## config.mk

```make
export PLATFORM = sky130hd
export DESIGN_NAME = gpio_port
export DESIGN_NICKNAME = d
export VERILOG_FILES = /design/src/rtl/gpio_port_pkg.sv /design/src/rtl/gpio_addr_decode.sv /design/src/rtl/gpio_cfg_bank.sv /design/src/rtl/gpio_pin_data.sv /design/src/rtl/gpio_alt_guard.sv /design/src/rtl/gpio_port.sv
export SDC_FILE = /design/constraint.sdc
export NUM_CORES = 1
export LEC_CHECK = 0
export ABC_AREA = 0
export ABC_CLOCK_PERIOD_IN_PS = 5100
export BUFFER_PORTS_ARGS = -buffer_cell sky130_fd_sc_hd__buf_2
export CAP_MARGIN = 20
export CELL_PAD_IN_SITES_DETAIL_PLACEMENT = 0
export CELL_PAD_IN_SITES_GLOBAL_PLACEMENT = 2
export CORE_MARGIN = 8
export CORE_UTILIZATION = 34
export DETAILED_ROUTE_END_ITERATION = 16
export PLACE_DENSITY = 0.76
export SETUP_SLACK_MARGIN = 0.02
export SLEW_MARGIN = 20
export SYNTH_ARGS = -nofsm -noshare
export SYNTH_HDL_FRONTEND = slang
export SYNTH_SLANG_ARGS = --single-unit
export TNS_END_PERCENT = 100
```

## constraint.sdc

```tcl
create_clock -name clk -period 5.1 [get_ports clk]
set_input_delay 1.02 -clock clk [delete_from_list [all_inputs] [get_ports clk]]
set_output_delay 1.02 -clock clk [all_outputs]
set_load 0.01 [all_outputs]
```

## src/rtl/gpio_port_pkg.sv

```systemverilog
package gpio_port_pkg;

    localparam int PIN_W  = 8;
    localparam int BUS_W  = 32;
    localparam int ADDR_W = 12;
    localparam int WORD_W = ADDR_W - 2;

    localparam int NUM_IRQ_CFG = 5;
    localparam int NUM_PAD     = 8;
    localparam int NUM_CFG     = NUM_IRQ_CFG + NUM_PAD;
    localparam int CFG_IDX_W   = $clog2(NUM_CFG);
    localparam int NUM_ID      = 12;
    localparam int ID_IDX_W    = $clog2(NUM_ID);

    localparam logic [BUS_W-1:0] UNLOCK_KEY = 32'h0ACC_E551;

    // Word addresses (byte offset >> 2)
    localparam logic [WORD_W-1:0] W_DATA_END = WORD_W'(1 << PIN_W);
    localparam logic [WORD_W-1:0] W_DIR      = 10'h100;
    localparam logic [WORD_W-1:0] W_IMASK    = 10'h104;
    localparam logic [WORD_W-1:0] W_RAW      = 10'h105;
    localparam logic [WORD_W-1:0] W_MASKED   = 10'h106;
    localparam logic [WORD_W-1:0] W_ICLR     = 10'h107;
    localparam logic [WORD_W-1:0] W_ALT      = 10'h108;
    localparam logic [WORD_W-1:0] W_PAD0     = 10'h140;
    localparam logic [WORD_W-1:0] W_LOCK     = 10'h148;
    localparam logic [WORD_W-1:0] W_COMMIT   = 10'h149;
    localparam logic [WORD_W-1:0] W_ID0      = 10'h3F4;

    typedef enum logic [3:0] {
        SEL_NONE,
        SEL_DATA,
        SEL_CFG,
        SEL_RAW,
        SEL_MASKED,
        SEL_ICLR,
        SEL_ALT,
        SEL_LOCK,
        SEL_COMMIT,
        SEL_ID
    } reg_sel_e;

    typedef struct packed {
        reg_sel_e               sel;
        logic [CFG_IDX_W-1:0]   cfg_idx;
        logic [ID_IDX_W-1:0]    id_idx;
        logic [PIN_W-1:0]       pin_mask;
    } decode_t;

    function automatic logic [PIN_W-1:0] id_byte(input logic [ID_IDX_W-1:0] idx);
        logic [PIN_W-1:0] b;
        case (idx)
            4'd4:    b = 8'h61;
            4'd6:    b = 8'h18;
            4'd7:    b = 8'h01;
            4'd8:    b = 8'h0D;
            4'd9:    b = 8'hF0;
            4'd10:   b = 8'h05;
            4'd11:   b = 8'hB1;
            default: b = 8'h00;
        endcase
        return b;
    endfunction

endpackage

```

## src/rtl/gpio_addr_decode.sv

```systemverilog
module gpio_addr_decode
    import gpio_port_pkg::*;
(
    input  logic [ADDR_W-1:0] addr,
    output decode_t           dec
);
    logic [WORD_W-1:0] word;
    logic [1:0]        unused_lane;

    assign word        = addr[ADDR_W-1:2];
    assign unused_lane = addr[1:0];

    always_comb begin
        dec          = '0;
        dec.sel      = SEL_NONE;
        dec.pin_mask = word[PIN_W-1:0];
        if (word < W_DATA_END) begin
            dec.sel = SEL_DATA;
        end else if (word >= W_DIR && word <= W_IMASK) begin
            dec.sel     = SEL_CFG;
            dec.cfg_idx = CFG_IDX_W'(word - W_DIR);
        end else if (word >= W_PAD0 && word < W_PAD0 + WORD_W'(NUM_PAD)) begin
            dec.sel     = SEL_CFG;
            dec.cfg_idx = CFG_IDX_W'(word - W_PAD0) + CFG_IDX_W'(NUM_IRQ_CFG);
        end else if (word >= W_ID0) begin
            dec.sel    = SEL_ID;
            dec.id_idx = ID_IDX_W'(word - W_ID0);
        end else begin
            case (word)
                W_RAW:    dec.sel = SEL_RAW;
                W_MASKED: dec.sel = SEL_MASKED;
                W_ICLR:   dec.sel = SEL_ICLR;
                W_ALT:    dec.sel = SEL_ALT;
                W_LOCK:   dec.sel = SEL_LOCK;
                W_COMMIT: dec.sel = SEL_COMMIT;
                default:  dec.sel = SEL_NONE;
            endcase
        end
    end
endmodule

```

## src/rtl/gpio_cfg_bank.sv

```systemverilog
module gpio_cfg_bank #(
    parameter int N_REG = 13,
    parameter int REG_W = 8,
    localparam int IDX_W = $clog2(N_REG)
) (
    input  logic                         clk,
    input  logic                         rst,
    input  logic                         wr_en,
    input  logic [IDX_W-1:0]             wr_idx,
    input  logic [REG_W-1:0]             wr_data,
    output logic [N_REG-1:0][REG_W-1:0]  cfg_q
);
    for (genvar g = 0; g < N_REG; g++) begin : g_reg
        logic [REG_W-1:0] q;
        always_ff @(posedge clk) begin
            if (rst)
                q <= '0;
            else if (wr_en && wr_idx == IDX_W'(g))
                q <= wr_data;
        end
        assign cfg_q[g] = q;
    end
endmodule

```

## src/rtl/gpio_pin_data.sv

```systemverilog
module gpio_pin_data #(
    parameter int W = 8
) (
    input  logic         clk,
    input  logic         rst,
    input  logic         wr_en,
    input  logic [W-1:0] wr_mask,
    input  logic [W-1:0] wr_data,
    input  logic [W-1:0] dir,
    input  logic [W-1:0] pin_i,
    output logic [W-1:0] data_q,
    output logic [W-1:0] pin_o
);
    for (genvar i = 0; i < W; i++) begin : g_bit
        always_ff @(posedge clk) begin
            if (rst)
                data_q[i] <= 1'b0;
            else if (!dir[i])
                data_q[i] <= pin_i[i];
            else if (wr_en && wr_mask[i])
                data_q[i] <= wr_data[i];
        end
        assign pin_o[i] = dir[i] ? data_q[i] : 1'b1;
    end
endmodule

```

## src/rtl/gpio_alt_guard.sv

```systemverilog
module gpio_alt_guard #(
    parameter int W     = 8,
    parameter int BUS_W = 32,
    parameter logic [BUS_W-1:0] KEY = 32'h0
) (
    input  logic             clk,
    input  logic             rst,
    input  logic             lock_wr,
    input  logic             commit_wr,
    input  logic             alt_wr,
    input  logic [BUS_W-1:0] wdata,
    output logic             locked_q,
    output logic [W-1:0]     commit_q,
    output logic [W-1:0]     afsel_q
);
    always_ff @(posedge clk) begin
        if (rst) begin
            locked_q <= 1'b1;
            commit_q <= '1;
            afsel_q  <= '0;
        end else begin
            if (lock_wr)
                locked_q <= (wdata != KEY);
            if (commit_wr && !locked_q)
                commit_q <= wdata[W-1:0];
            if (alt_wr)
                afsel_q <= (afsel_q & ~commit_q) | (wdata[W-1:0] & commit_q);
        end
    end
endmodule

```

## src/rtl/gpio_port.sv

```systemverilog
module gpio_port
    import gpio_port_pkg::*;
(
    input  logic              clk,
    input  logic              rst,
    input  logic              bus_we,
    input  logic [ADDR_W-1:0] bus_addr,
    input  logic [BUS_W-1:0]  bus_wdata,
    output logic [BUS_W-1:0]  bus_rdata,
    input  logic [PIN_W-1:0]  pin_i,
    output logic [PIN_W-1:0]  pin_o,
    output logic [PIN_W-1:0]  afsel_o,
    output logic              irq_o
);
    localparam int CFG_DIR   = 0;
    localparam int CFG_IMASK = 4;

    decode_t                        dec;
    logic [NUM_CFG-1:0][PIN_W-1:0]  cfg_q;
    logic [PIN_W-1:0]               dir_q;
    logic [PIN_W-1:0]               data_q;
    logic                           locked_q;
    logic [PIN_W-1:0]               commit_q;
    logic [PIN_W-1:0]               afsel_q;
    logic [PIN_W-1:0]               raw_q;
    logic [PIN_W-1:0]               masked;

    gpio_addr_decode u_dec (
        .addr (bus_addr),
        .dec  (dec)
    );

    gpio_cfg_bank #(.N_REG(NUM_CFG), .REG_W(PIN_W)) u_cfg (
        .clk     (clk),
        .rst     (rst),
        .wr_en   (bus_we && dec.sel == SEL_CFG),
        .wr_idx  (dec.cfg_idx),
        .wr_data (bus_wdata[PIN_W-1:0]),
        .cfg_q   (cfg_q)
    );

    assign dir_q = cfg_q[CFG_DIR];

    gpio_pin_data #(.W(PIN_W)) u_data (
        .clk     (clk),
        .rst     (rst),
        .wr_en   (bus_we && dec.sel == SEL_DATA),
        .wr_mask (dec.pin_mask),
        .wr_data (bus_wdata[PIN_W-1:0]),
        .dir     (dir_q),
        .pin_i   (pin_i),
        .data_q  (data_q),
        .pin_o   (pin_o)
    );

    gpio_alt_guard #(.W(PIN_W), .BUS_W(BUS_W), .KEY(UNLOCK_KEY)) u_alt (
        .clk       (clk),
        .rst       (rst),
        .lock_wr   (bus_we && dec.sel == SEL_LOCK),
        .commit_wr (bus_we && dec.sel == SEL_COMMIT),
        .alt_wr    (bus_we && dec.sel == SEL_ALT),
        .wdata     (bus_wdata),
        .locked_q  (locked_q),
        .commit_q  (commit_q),
        .afsel_q   (afsel_q)
    );

    // Raw status: storage with write-one-to-clear; no detection source sets it.
    always_ff @(posedge clk) begin
        if (rst)
            raw_q <= '0;
        else if (bus_we && dec.sel == SEL_ICLR)
            raw_q <= raw_q & ~bus_wdata[PIN_W-1:0];
    end

    assign masked  = raw_q & cfg_q[CFG_IMASK];
    assign irq_o   = |masked;
    assign afsel_o = afsel_q;

    always_comb begin
        case (dec.sel)
            SEL_DATA:   bus_rdata = BUS_W'(data_q & dec.pin_mask);
            SEL_CFG:    bus_rdata = BUS_W'(cfg_q[dec.cfg_idx]);
            SEL_RAW:    bus_rdata = BUS_W'(raw_q);
            SEL_MASKED: bus_rdata = BUS_W'(masked);
            SEL_ALT:    bus_rdata = BUS_W'(afsel_q);
            SEL_LOCK:   bus_rdata = BUS_W'(locked_q);
            SEL_COMMIT: bus_rdata = BUS_W'(commit_q);
            SEL_ID:     bus_rdata = BUS_W'(id_byte(dec.id_idx));
            default:    bus_rdata = '0;
        endcase
    end
endmodule

```

Yosys cells after proc, flatten, opt, wreduce, memory -nomap -nowiden
Cells that the tools add are included.
{"block": "totals", "regBits": 137, "inputBits": 55, "output_inout_bits": 49, "wordCells": 158}
{"block": "classes", "n_addsub": 4, "order_cmp": 7, "n_eq_ne": 43, "n_mux": 38, "n_bitwise": 8, "n_reduce_logical": 33}
{"op": "$pmux W8 S8", "n": 1}
{"op": "$eq A10 B9 Y1 const B", "n": 6}
{"op": "$pmux W8 S7", "n": 1}
{"op": "$eq A4 B3 Y1 const B", "n": 11}
{"op": "$eq A4 B4 Y1 const B", "n": 11}
{"op": "$and A8 B8 Y8", "n": 5}
{"op": "$bmux W8 S4", "n": 1}
{"op": "$ne A32 B28 Y1 const B", "n": 1}
{"op": "$logic_and A1 B1 Y1", "n": 30}
{"op": "$mux W4", "n": 7}
{"op": "$mux W1", "n": 24}
{"op": "$mux W8", "n": 3}
{"op": "$pmux W4 S6", "n": 1}
{"op": "$ge A10 B9 Y1 const B", "n": 2}
{"op": "$lt A10 B9 Y1 const B", "n": 2}
{"op": "$eq A4 B2 Y1 const B", "n": 4}
{"op": "$ne A2 B1 Y1 const B", "n": 8}
{"op": "$not A8 Y8", "n": 2}
{"op": "$ge A10 B10 Y1 const B", "n": 1}
{"op": "$le A10 B9 Y1 const B", "n": 1}
{"op": "$eq A4 B1 Y1 const B", "n": 2}
{"op": "$or A8 B8 Y8", "n": 1}
{"op": "$reduce_or A8 Y1", "n": 1}
{"op": "$sub A4 B1 Y4 const B", "n": 2}
{"op": "other kinds (5)", "n": 5}

Depth between registers and ports, before layout
Gate-level depths: netlist (run 1).
{"block": "logic_depth", "word_depth": 11, "ltp_mapped": 13, "mapped_depth_nobuf": 9}

Cells and area by module
A second synthesis (run 1) with hierarchy kept.
{"block": "unflattened", "hier_cells": 815, "hier_area_um2": 7821.3}
{"mod": "gpio_cfg_bank", "instances": 1, "cells_each": 366, "area_per_inst_um2": 4110.2, "seq_area_each_um2": 2082.0}
{"mod": "gpio_port", "instances": 1, "cells_each": 244, "area_per_inst_um2": 2013.2, "seq_area_each_um2": 160.2}
{"mod": "gpio_alt_guard", "instances": 1, "cells_each": 86, "area_per_inst_um2": 759.5, "seq_area_each_um2": 340.3}
{"mod": "gpio_addr_decode", "instances": 1, "cells_each": 68, "area_per_inst_um2": 469.2, "seq_area_each_um2": 0.0}
{"mod": "gpio_pin_data", "instances": 1, "cells_each": 51, "area_per_inst_um2": 469.2, "seq_area_each_um2": 160.2}

Worst setup path before layout (run 1)
No wires, ideal clock.
{"block": "synth_path", "kind": "input port to output port", "startpoint": "input bus_addr[2]", "endpoint": "output bus_rdata[2]", "t_arrival_ns": 3.611, "t_required_ns": 4.080, "slack_ns": 0.469, "stages": 11, "n_path_buf": 3, "cell_sequence": "clkbuf_1 -> inv_1 -> ha_1 -> a31oi_1 -> buf_2 -> nor4_1 -> o21ai_0 -> clkbuf_1 -> o22ai_1 -> o21a_1 -> o31ai_1"}
{"block": "synth_between", "elab_chain_cells": 8, "word_cells_on_any_way": 47, "cone_classes": "add/sub: 4; order compare: 6; eq/ne: 21; mux: 14; reduce/logical: 2"}
{"item": "start, declared", "line_no": "gpio_port.sv:7", "text": "input logic [ADDR_W-1:0] bus_addr,"}
{"item": "$sub A4 B1 Y4 (tied with other cells)", "line_no": "gpio_addr_decode.sv:21, gpio_addr_decode.sv:24"}
{"item": "$add A4 B3 Y4 (tied with other cells)", "line_no": "gpio_addr_decode.sv:24", "text": "dec.cfg_idx = CFG_IDX_W'(word - W_PAD0) + CFG_IDX_W'(NUM_IRQ_CFG);"}
{"item": "$mux W4, on equally long branches", "line_no": "gpio_addr_decode.sv:22, gpio_addr_decode.sv:25"}
{"item": "$mux W8 (tied with other cells)", "line_no": "gpio_addr_decode.sv:19", "text": "end else if (word >= W_DIR && word <= W_IMASK) begin"}
{"item": "$mux W8, on equally long branches", "line_no": "gpio_addr_decode.sv:17, gpio_addr_decode.sv:19"}
{"item": "$bmux W8 S4 (tied with other cells)", "line_no": "gpio_port.sv:83", "text": "SEL_CFG: bus_rdata = BUS_W'(cfg_q[dec.cfg_idx]);"}
{"item": "$mux W8 (not written as such) (tied with other cells)", "line_no": "gpio_port.sv:83"}
{"item": "$pmux W8 S8 (*)", "line_no": "gpio_port.sv:81", "text": "case (dec.sel)"}
{"item": "end, declared", "line_no": "gpio_port.sv:9", "text": "output logic [BUS_W-1:0] bus_rdata,"}
Mark *: on every way between the ends. The rest lies on a longest branch, timed or not. The select of a mux whose other input is x is not followed.

Final worst setup path (run 1)
{"block": "layout_path", "startpoint": "input bus_addr[11]", "endpoint": "output bus_rdata[7]"}
{"block": "layout_between", "elab_chain_cells": 8, "word_cells_on_any_way": 43, "cone_classes": "order compare: 6; eq/ne: 21; mux: 14; reduce/logical: 2"}
{"item": "$ge A10 B10 Y1 (tied with other cells)", "line_no": "gpio_addr_decode.sv:25", "text": "end else if (word >= W_ID0) begin"}
{"item": "$mux W4 (tied with other cells)", "line_no": "gpio_addr_decode.sv:25"}
{"item": "$mux W4, on equally long branches", "line_no": "gpio_addr_decode.sv:22, gpio_addr_decode.sv:25"}
{"item": "$mux W4 (tied with other cells)", "line_no": "gpio_addr_decode.sv:19"}
{"item": "$mux W8, on equally long branches", "line_no": "gpio_addr_decode.sv:17, gpio_addr_decode.sv:19"}
{"item": "$eq A4 B4 Y1 (tied with other cells)", "line_no": "gpio_port_pkg.sv:52", "text": "case (idx)"}
{"item": "$pmux W8 S7 (tied with other cells)", "line_no": "gpio_port_pkg.sv:52"}
{"item": "$pmux W8 S8 (*)", "line_no": "gpio_port.sv:81"}
Marks and branches as above.

==> results.json, run 1 <==
{
  "tightest_slew_ns": 1.04,
  "n_antenna_cell": 0,
  "grt-ovfl-total": 0,
  "vias": 6942,
  "initial_utilization_pct": 34.5,
  "multi_input_area_um2": 4340,
  "finalCritPeriodShare_pct": 95.7,
  "gp_congestion": 0.859,
  "finalHoldViolations": 0,
  "cts-htree-levels": 4,
  "grt_max_degree": 98,
  "nNetsFinal": 1043,
  "synth_seq_cells": 137,
  "drv_cap": 0,
  "synth-compound-area-share_pct": 18.4,
  "finalSetupTns_ns": 0,
  "status": "finished, final reports clean",
  "drtIter0Drc": 472,
  "min_from": "u_cfg.g_reg[10].q[5]",
  "yosys.area_share.simple_pct": 23.2,
  "hold_class": "reg2reg",
  "fillers": 2285,
  "synth-main-ff-cell": "dfxtp_1",
  "syn2layout_area_growth_pct": 16.8,
  "async_flop_share_pct": 0,
  "synth_xor_xnor_area_share_pct": 0.117,
  "clock_path_buffers": 2,
  "cts_sinks": 137,
  "synthesis.area_um2": 7510,
  "core_um2": 21800,
  "dieArea_um2": 27100,
  "worstSetupEndpointType": "output port",
  "die_h_um": 165,
  "ant_nets": 0,
  "period_minus_slack_ns": 4.88,
  "worstPathRequired_ns": 4.08,
  "io-pin-count": 104,
  "synth_adder_area_share_pct": 1.17,
  "antenna_found_initial": 0,
  "final_cell_mix": "dfxtp_1 (137), nor2_1 (135), mux2i_1 (99), nand2_1 (88), buf_2 (76)",
  "wl_per_cell_um": 21.2,
  "switching_power_mw": 0.727,
  "seqPwrFrac_pct": 42.8,
  "skew_ns": 0.00857,
  "p_total_mw": 2.52,
  "io_buffers": 77,
  "reg2reg_to": "u_alt.commit_q[0]",
  "synth_mux_area_share_pct": 13.5,
  "clk_latency_ns": 0.43,
  "start_kind": "input port",
  "powerDensity_nw_per_um2": 287,
  "rsz0062_at_grt": "no",
  "power.leakage_nw": 3.92,
  "clkPwrFrac_pct": 48.7,
  "cts_root_buffer": "clkbuf_16",
  "regArea_um2": 2740,
  "cts.reportedPaths.clkPinSlew_ns": 0.07,
  "numCtsBuffers": 17,
  "worstSetupPathType": "in2out",
  "crit-reg2reg-launch": "u_alt.locked_q",
  "synth_cell_type_count": 71,
  "r2r_slack_ns": 3.72,
  "place.detailed.hpwl_um": 19300,
  "slew_headroom_pct": 30.4,
  "cp-endpoint": "bus_rdata[7]",
  "yosysWarnings": 0,
  "cts_tree": "yes",
  "synth_top_family_by_area": "simple AND/OR/NAND/NOR gates",
  "p_comb_share_pct": 8.5,
  "die_w_um": 165,
  "cts_hold_buf": 0,
  "viasPerCell": 5.45,
  "synthCells": 912,
  "syn_avg_cell_area_um2": 8.23,
  "yosysSeqAreaShare_pct": 36.5,
  "slew_violations": 0,
  "grt_pass1_wl_um": 41300,
  "grtUsageTotal_pct": 20.1,
  "drive_gt1_share_pct": 17.6,
  "setup_viol": 0,
  "mostFrequentLayoutCell": "dfxtp_1",
  "r2r_cells": 2,
  "max_freq_mhz": 205,
  "p_int_mw": 1.79,
  "wl_um": 27000,
  "crit_fanout": 8,
  "grt_pass1_vias": 6696,
  "startpoint": "bus_addr[11]",
  "synth_edf_count": 0,
  "drc": 0,
  "num_rows": 54,
  "p_sw_share_pct": 28.9,
  "ir_drop_v": 0.000208,
  "firstDrtPassIters": 5,
  "arrival_ns": 3.86
}
## Yosys cell counts, drive strengths merged (15+ instances only)
library cell,number,share of area (%)
buf,43,3.9
inv,16,0.80
o21ai,26,1.8
a21oi,49,3.3
nand2b,20,1.7
nand3,30,2.4
clkbuf,46,2.3
nor3,15,1.0
nand2,91,4.8
dfxtp,137,37
nor2,136,7.0
mux2i,99,13
o22ai,27,2.2
## layout make-up
class                   instances  area share (%)
multi-input cells             692            49.5
inverters                      17           0.728
repair buffers                116            7.91
flip-flops and latches        137            31.3
clock buffers                  17            4.85
clock inverters                15            1.76
well taps                     280            4.00
## critical path, cell delays in order
cell and delay (ns):
buf_2 0.13, or4_1 0.72, o41a_1 0.48, nor4_2 0.62, o21a_1 0.23, a211oi_1 0.06, o221ai_1 0.38, buf_2 0.21
## power groups by stage
| stage | Clock, mW | Sequential (mW) | Combinational [mW] |
|---|---|---|---|
| after floorplan | 0 | 1.10 | 0.136 |
| after global placement | 0 | 1.10 | 0.209 |
| after detailed placement | 0 | 1.10 | 0.209 |
| after CTS | 1.25 | 1.08 | 0.210 |
| after global routing | 1.29 | 1.08 | 0.233 |
| final | 1.23 | 1.08 | 0.213 |
## layer usage
metal / GRT usage (%) / wire (um) / vias up
li1: - / - / 3358
met1: 27.9 / 12900 / 3362
met2: 31.9 / 12300 / 200
met3: 3.24 / 1450 / 22
met4: 4.95 / 306 / 0
met5: 0 / 0 / -
## state kept, by name, summed over array words and instances, names as in the netlist, named ones only
register,count
raw_q,8
u_alt.locked_q,1
u_cfg.g.q,104
u_alt.commit_q,8
u_data.data_q,8
## timing repair
item | CTS | global route
buffers inserted | 0 | 0
resized for setup | 0 | 2
hold endpoints to repair | 0 | 0
endpoints found under the setup margin | 0 | 2
## through the flow
step           cells  utilization (%)  hold WS (ns)  area (um2)  setup WS (ns)
2_1_floorplan    935                -         0.428        7590          0.469
3_3_place_gp    1242             37.6         0.442        8180          0.212
3_5_place_dp    1242             37.6         0.447        8180          0.199
4_1_cts         1274             40.2         0.458        8750          0.203
5_1_grt         1274             40.3         0.466        8770         0.0407
6_report        1274             40.3         0.459        8770          0.219
## cells by family (layout without fill, tap and decap cells)
group / count (synthesis) / after routing
AND/OR/NAND/NOR: 357 / 357
XOR/XNOR: 1 / 1
AO/OA/AOI/OAI: 202 / 202
buffers and inverters: 106 / 165
multiplexers: 101 / 101
flip-flops: 137 / 137
other: 1 / 24
adder cells (fa/ha/maj): 7 / 7
## how the worst min path moves through the flow
stage                                      end  slack [ns]  depth (start not counted)
final                     u_cfg.g_reg[10].q[5]        0.46                          2
after global placement    u_cfg.g_reg[10].q[0]        0.44                          2
after floorplan           u_cfg.g_reg[10].q[7]        0.43                          2
after detailed placement  u_cfg.g_reg[10].q[3]        0.45                          2
after global routing      u_cfg.g_reg[10].q[0]        0.47                          2
after CTS                 u_cfg.g_reg[10].q[0]        0.46                          2
(Power assumes the default switching activity.)
==> run 2: changes to the inputs <==
--- a/config.mk
+++ b/config.mk
@@ -12,12 +12,13 @@
 export CELL_PAD_IN_SITES_DETAIL_PLACEMENT = 0
 export CELL_PAD_IN_SITES_GLOBAL_PLACEMENT = 2
 export CORE_MARGIN = 8
-export CORE_UTILIZATION = 34
+export CORE_UTILIZATION = 37
 export DETAILED_ROUTE_END_ITERATION = 16
-export PLACE_DENSITY = 0.76
+export PLACE_DENSITY = 0.78
 export SETUP_SLACK_MARGIN = 0.02
-export SLEW_MARGIN = 20
+export SLEW_MARGIN = 10
 export SYNTH_ARGS = -nofsm -noshare
 export SYNTH_HDL_FRONTEND = slang
+export SYNTH_HIERARCHICAL = 1
 export SYNTH_SLANG_ARGS = --single-unit
 export TNS_END_PERCENT = 100
==> results.json, run 2 <==
{
  "finalSetupTns_ns": 0,
  "gp_congestion": 0.791,
  "p_total_mw": 2.52,
  "power.leakage_nw": 3.93,
  "synth_edf_count": 0,
  "synth_seq_cells": 137,
  "top_register": "u_cfg/g.q",
  "io-pin-count": 104,
  "num_rows": 53,
  "mostFrequentLayoutCell": "dfxtp_1",
  "status": "finished, final reports clean",
  "dieArea_um2": 26000,
  "drive_gt1_share_pct": 23.1,
  "nNetsFinal": 955,
  "viasPerCell": 5.27,
  "cts_tree": "yes",
  "grt-ovfl-total": 0,
  "initial_utilization_pct": 37.4,
  "min_path_cells": 2,
  "yosys.area.top_type": "dfxtp_1",
  "hold_path_end": "raw_q[3]",
  "finalCritPeriodShare_pct": 94.6,
  "multi_input_area_um2": 4640,
  "synth_cell_type_count": 76,
  "slew_violations": 0,
  "r2r_slack_ns": 3.91,
  "regArea_um2": 2740,
  "cts.reportedPaths.clkPinSlew_ns": 0.06,
  "r2r_cells": 3,
  "crit_chain": "buf_2, buf_4, ha_1, or2_2, o2bb2ai_2, a21oi_1, o22ai_1, buf_12, nor3b_1, nand2_1, nor3_1, nor4_1, o41ai_1, buf_2",
  "crit-reg2reg-launch": "u_alt/locked_q",
  "syn_avg_cell_area_um2": 9.60,
  "ir_drop_v": 0.000185,
  "cts_root_buffer": "clkbuf_16",
  "drtIter0Drc": 430,
  "synth_commonest_cells": "dfxtp_1 (137), nand2b_1 (134), mux2i_1 (115), nor2_1 (35), buf_4 (34)",
  "clock_path_buffers": 2,
  "hold_class": "reg2reg",
  "grtUsageTotal_pct": 17.8,
  "crit_fanout": 19,
  "setup_viol": 0,
  "vias": 6217,
  "finalHoldViolations": 0,
  "skew_ns": 0.00670,
  "firstDrtPassIters": 5,
  "wl_um": 23300,
  "synth_area_leaders": "dfxtp_1 (35%), mux2i_1 (15%), nand2b_1 (11%), mux4_2 (3.5%), buf_4 (3.3%)",
  "synth-main-ff-cell": "dfxtp_1",
  "final_cell_mix": "dfxtp_1 (137), nand2b_1 (134), mux2i_1 (115), buf_2 (76), buf_4 (38)",
  "drv_cap": 0,
  "largest_register_ffs": 104,
  "rsz0062_at_grt": "no",
  "yosysMostFrequentCell": "dfxtp_1",
  "start_kind": "input port",
  "period_minus_slack_ns": 4.82,
  "slew_headroom_pct": 45.3,
  "clk_latency_ns": 0.43,
  "powerDensity_nw_per_um2": 277,
  "cts_sinks": 137,
  "arrival_ns": 3.80,
  "yosysSeqAreaShare_pct": 35.1,
  "die_h_um": 161,
  "grt_pass1_wl_um": 36000,
  "crit_top_cell": "buf_2",
  "postLayoutCellArea_um2": 9090,
  "n_antenna_cell": 0,
  "wl_per_cell_um": 19.7,
  "min_from": "raw_q[3]",
  "syn2layout_area_growth_pct": 16.2,
  "worstPathRequired_ns": 4.08,
  "core_um2": 20900,
  "drc": 0,
  "place.detailed.hpwl_um": 16700,
  "post_dp_cell_area_um2": 8440,
  "reg2reg_to": "u_alt/commit_q[2]",
  "fillers": 2080,
  "die_w_um": 161,
  "io_buffers": 77,
  "final_util_pct": 43.5,
  "async_flop_share_pct": 0,
  "worstSetupEndpointType": "output port",
  "critPathSlowestCell": "nor4_1",
  "numCtsBuffers": 17,
  "yosysWarnings": 6,
  "cts-htree-levels": 4,
  "ant_nets": 0,
  "tightest_slew_ns": 0.821,
  "worstSetupPathType": "in2out",
  "grt_pass1_vias": 6107,
  "grt_max_degree": 94,
  "max_stage_delay_ns": 0.51,
  "synth_top_area_share_pct": 35.1,
  "synthesis.area_um2": 7820,
  "max_freq_mhz": 207,
  "antenna_found_initial": 0,
  "synthCells": 815
}
[run 2: cell families after synthesis]
kind of cell / Yosys count / share of synthesized area (%)
and+or+nand+nor: 322 / 24.7
DFF: 137 / 35.1
muxes: 134 / 20.3
AOI/OAI and AO/OA: 123 / 11.5
buffers and inverters: 90 / 7.04
adders and majority gates: 8 / 1.28
other: 1 / 0.0479
[run 2: worst max-delay path by stage]
stage	start	endpoint	slack [ns]	depth (start not counted)
6_report	bus_addr[2]	bus_rdata[0]	0.28	14
5_1_grt	bus_addr[2]	bus_rdata[0]	0.05	14
4_1_cts	bus_addr[5]	bus_rdata[2]	0.05	13
3_5_place_dp	bus_addr[5]	bus_rdata[2]	0.08	13
3_3_place_gp	bus_addr[5]	bus_rdata[6]	0.08	14
2_1_floorplan	bus_addr[5]	bus_rdata[5]	0.99	12
[run 2: per-stage QoR]
step | hold WS, ns | cells | worst slack [ns]
final | 0.469 | 1180 | 0.275
after global routing | 0.484 | 1180 | 0.0485
after CTS | 0.468 | 1178 | 0.0545
after detailed placement | 0.455 | 1146 | 0.0814
after global placement | 0.456 | 1146 | 0.0752
after floorplan | 0.431 | 838 | 0.988
[run 2: power by group]
part           internal [mW]  switching, mW  total (mW)  leakage (nW)
combinational         0.0628         0.0968       0.160          2.52
sequential              1.07        0.00329        1.08          1.11
clock                  0.760          0.521        1.28         0.302
total                   1.90          0.622        2.52          3.93
[run 2: layout make-up]
cell class                 instances  area share, %
sequential                       137           30.2
multi-input combinational        611           51.0
inverter                           8          0.330
clock inverter                    13           1.71
timing repair buffer             117           7.99
clock buffer                      19           4.98
tap                              275           3.79
[run 2: repair_timing]
item / in CTS / in global routing
resized for setup: 0 / 3
setup buffers: 0 / 2
hold buffers: 0 / 0
setup endpoints to repair: 0 / 6
[run 2: routing by layer]
layer | GRT usage, % | vias to the layer above | wire length, um
met5 | 0 | - | 0
met4 | 4.97 | 0 | 260
met3 | 3.00 | 19 | 865
met2 | 29.9 | 130 | 11400
met1 | 23.1 | 3043 | 10700
li1 | - | 3025 | -
[run 2: critical path: cells and delay by family]
kind / cells / cell delay [ns]
AO/OA/AOI/OAI: 4 / 0.59
adder cells (fa/ha/maj): 1 / 0.25
buffers and inverters: 4 / 0.65
AND/OR/NAND/NOR: 5 / 1.28
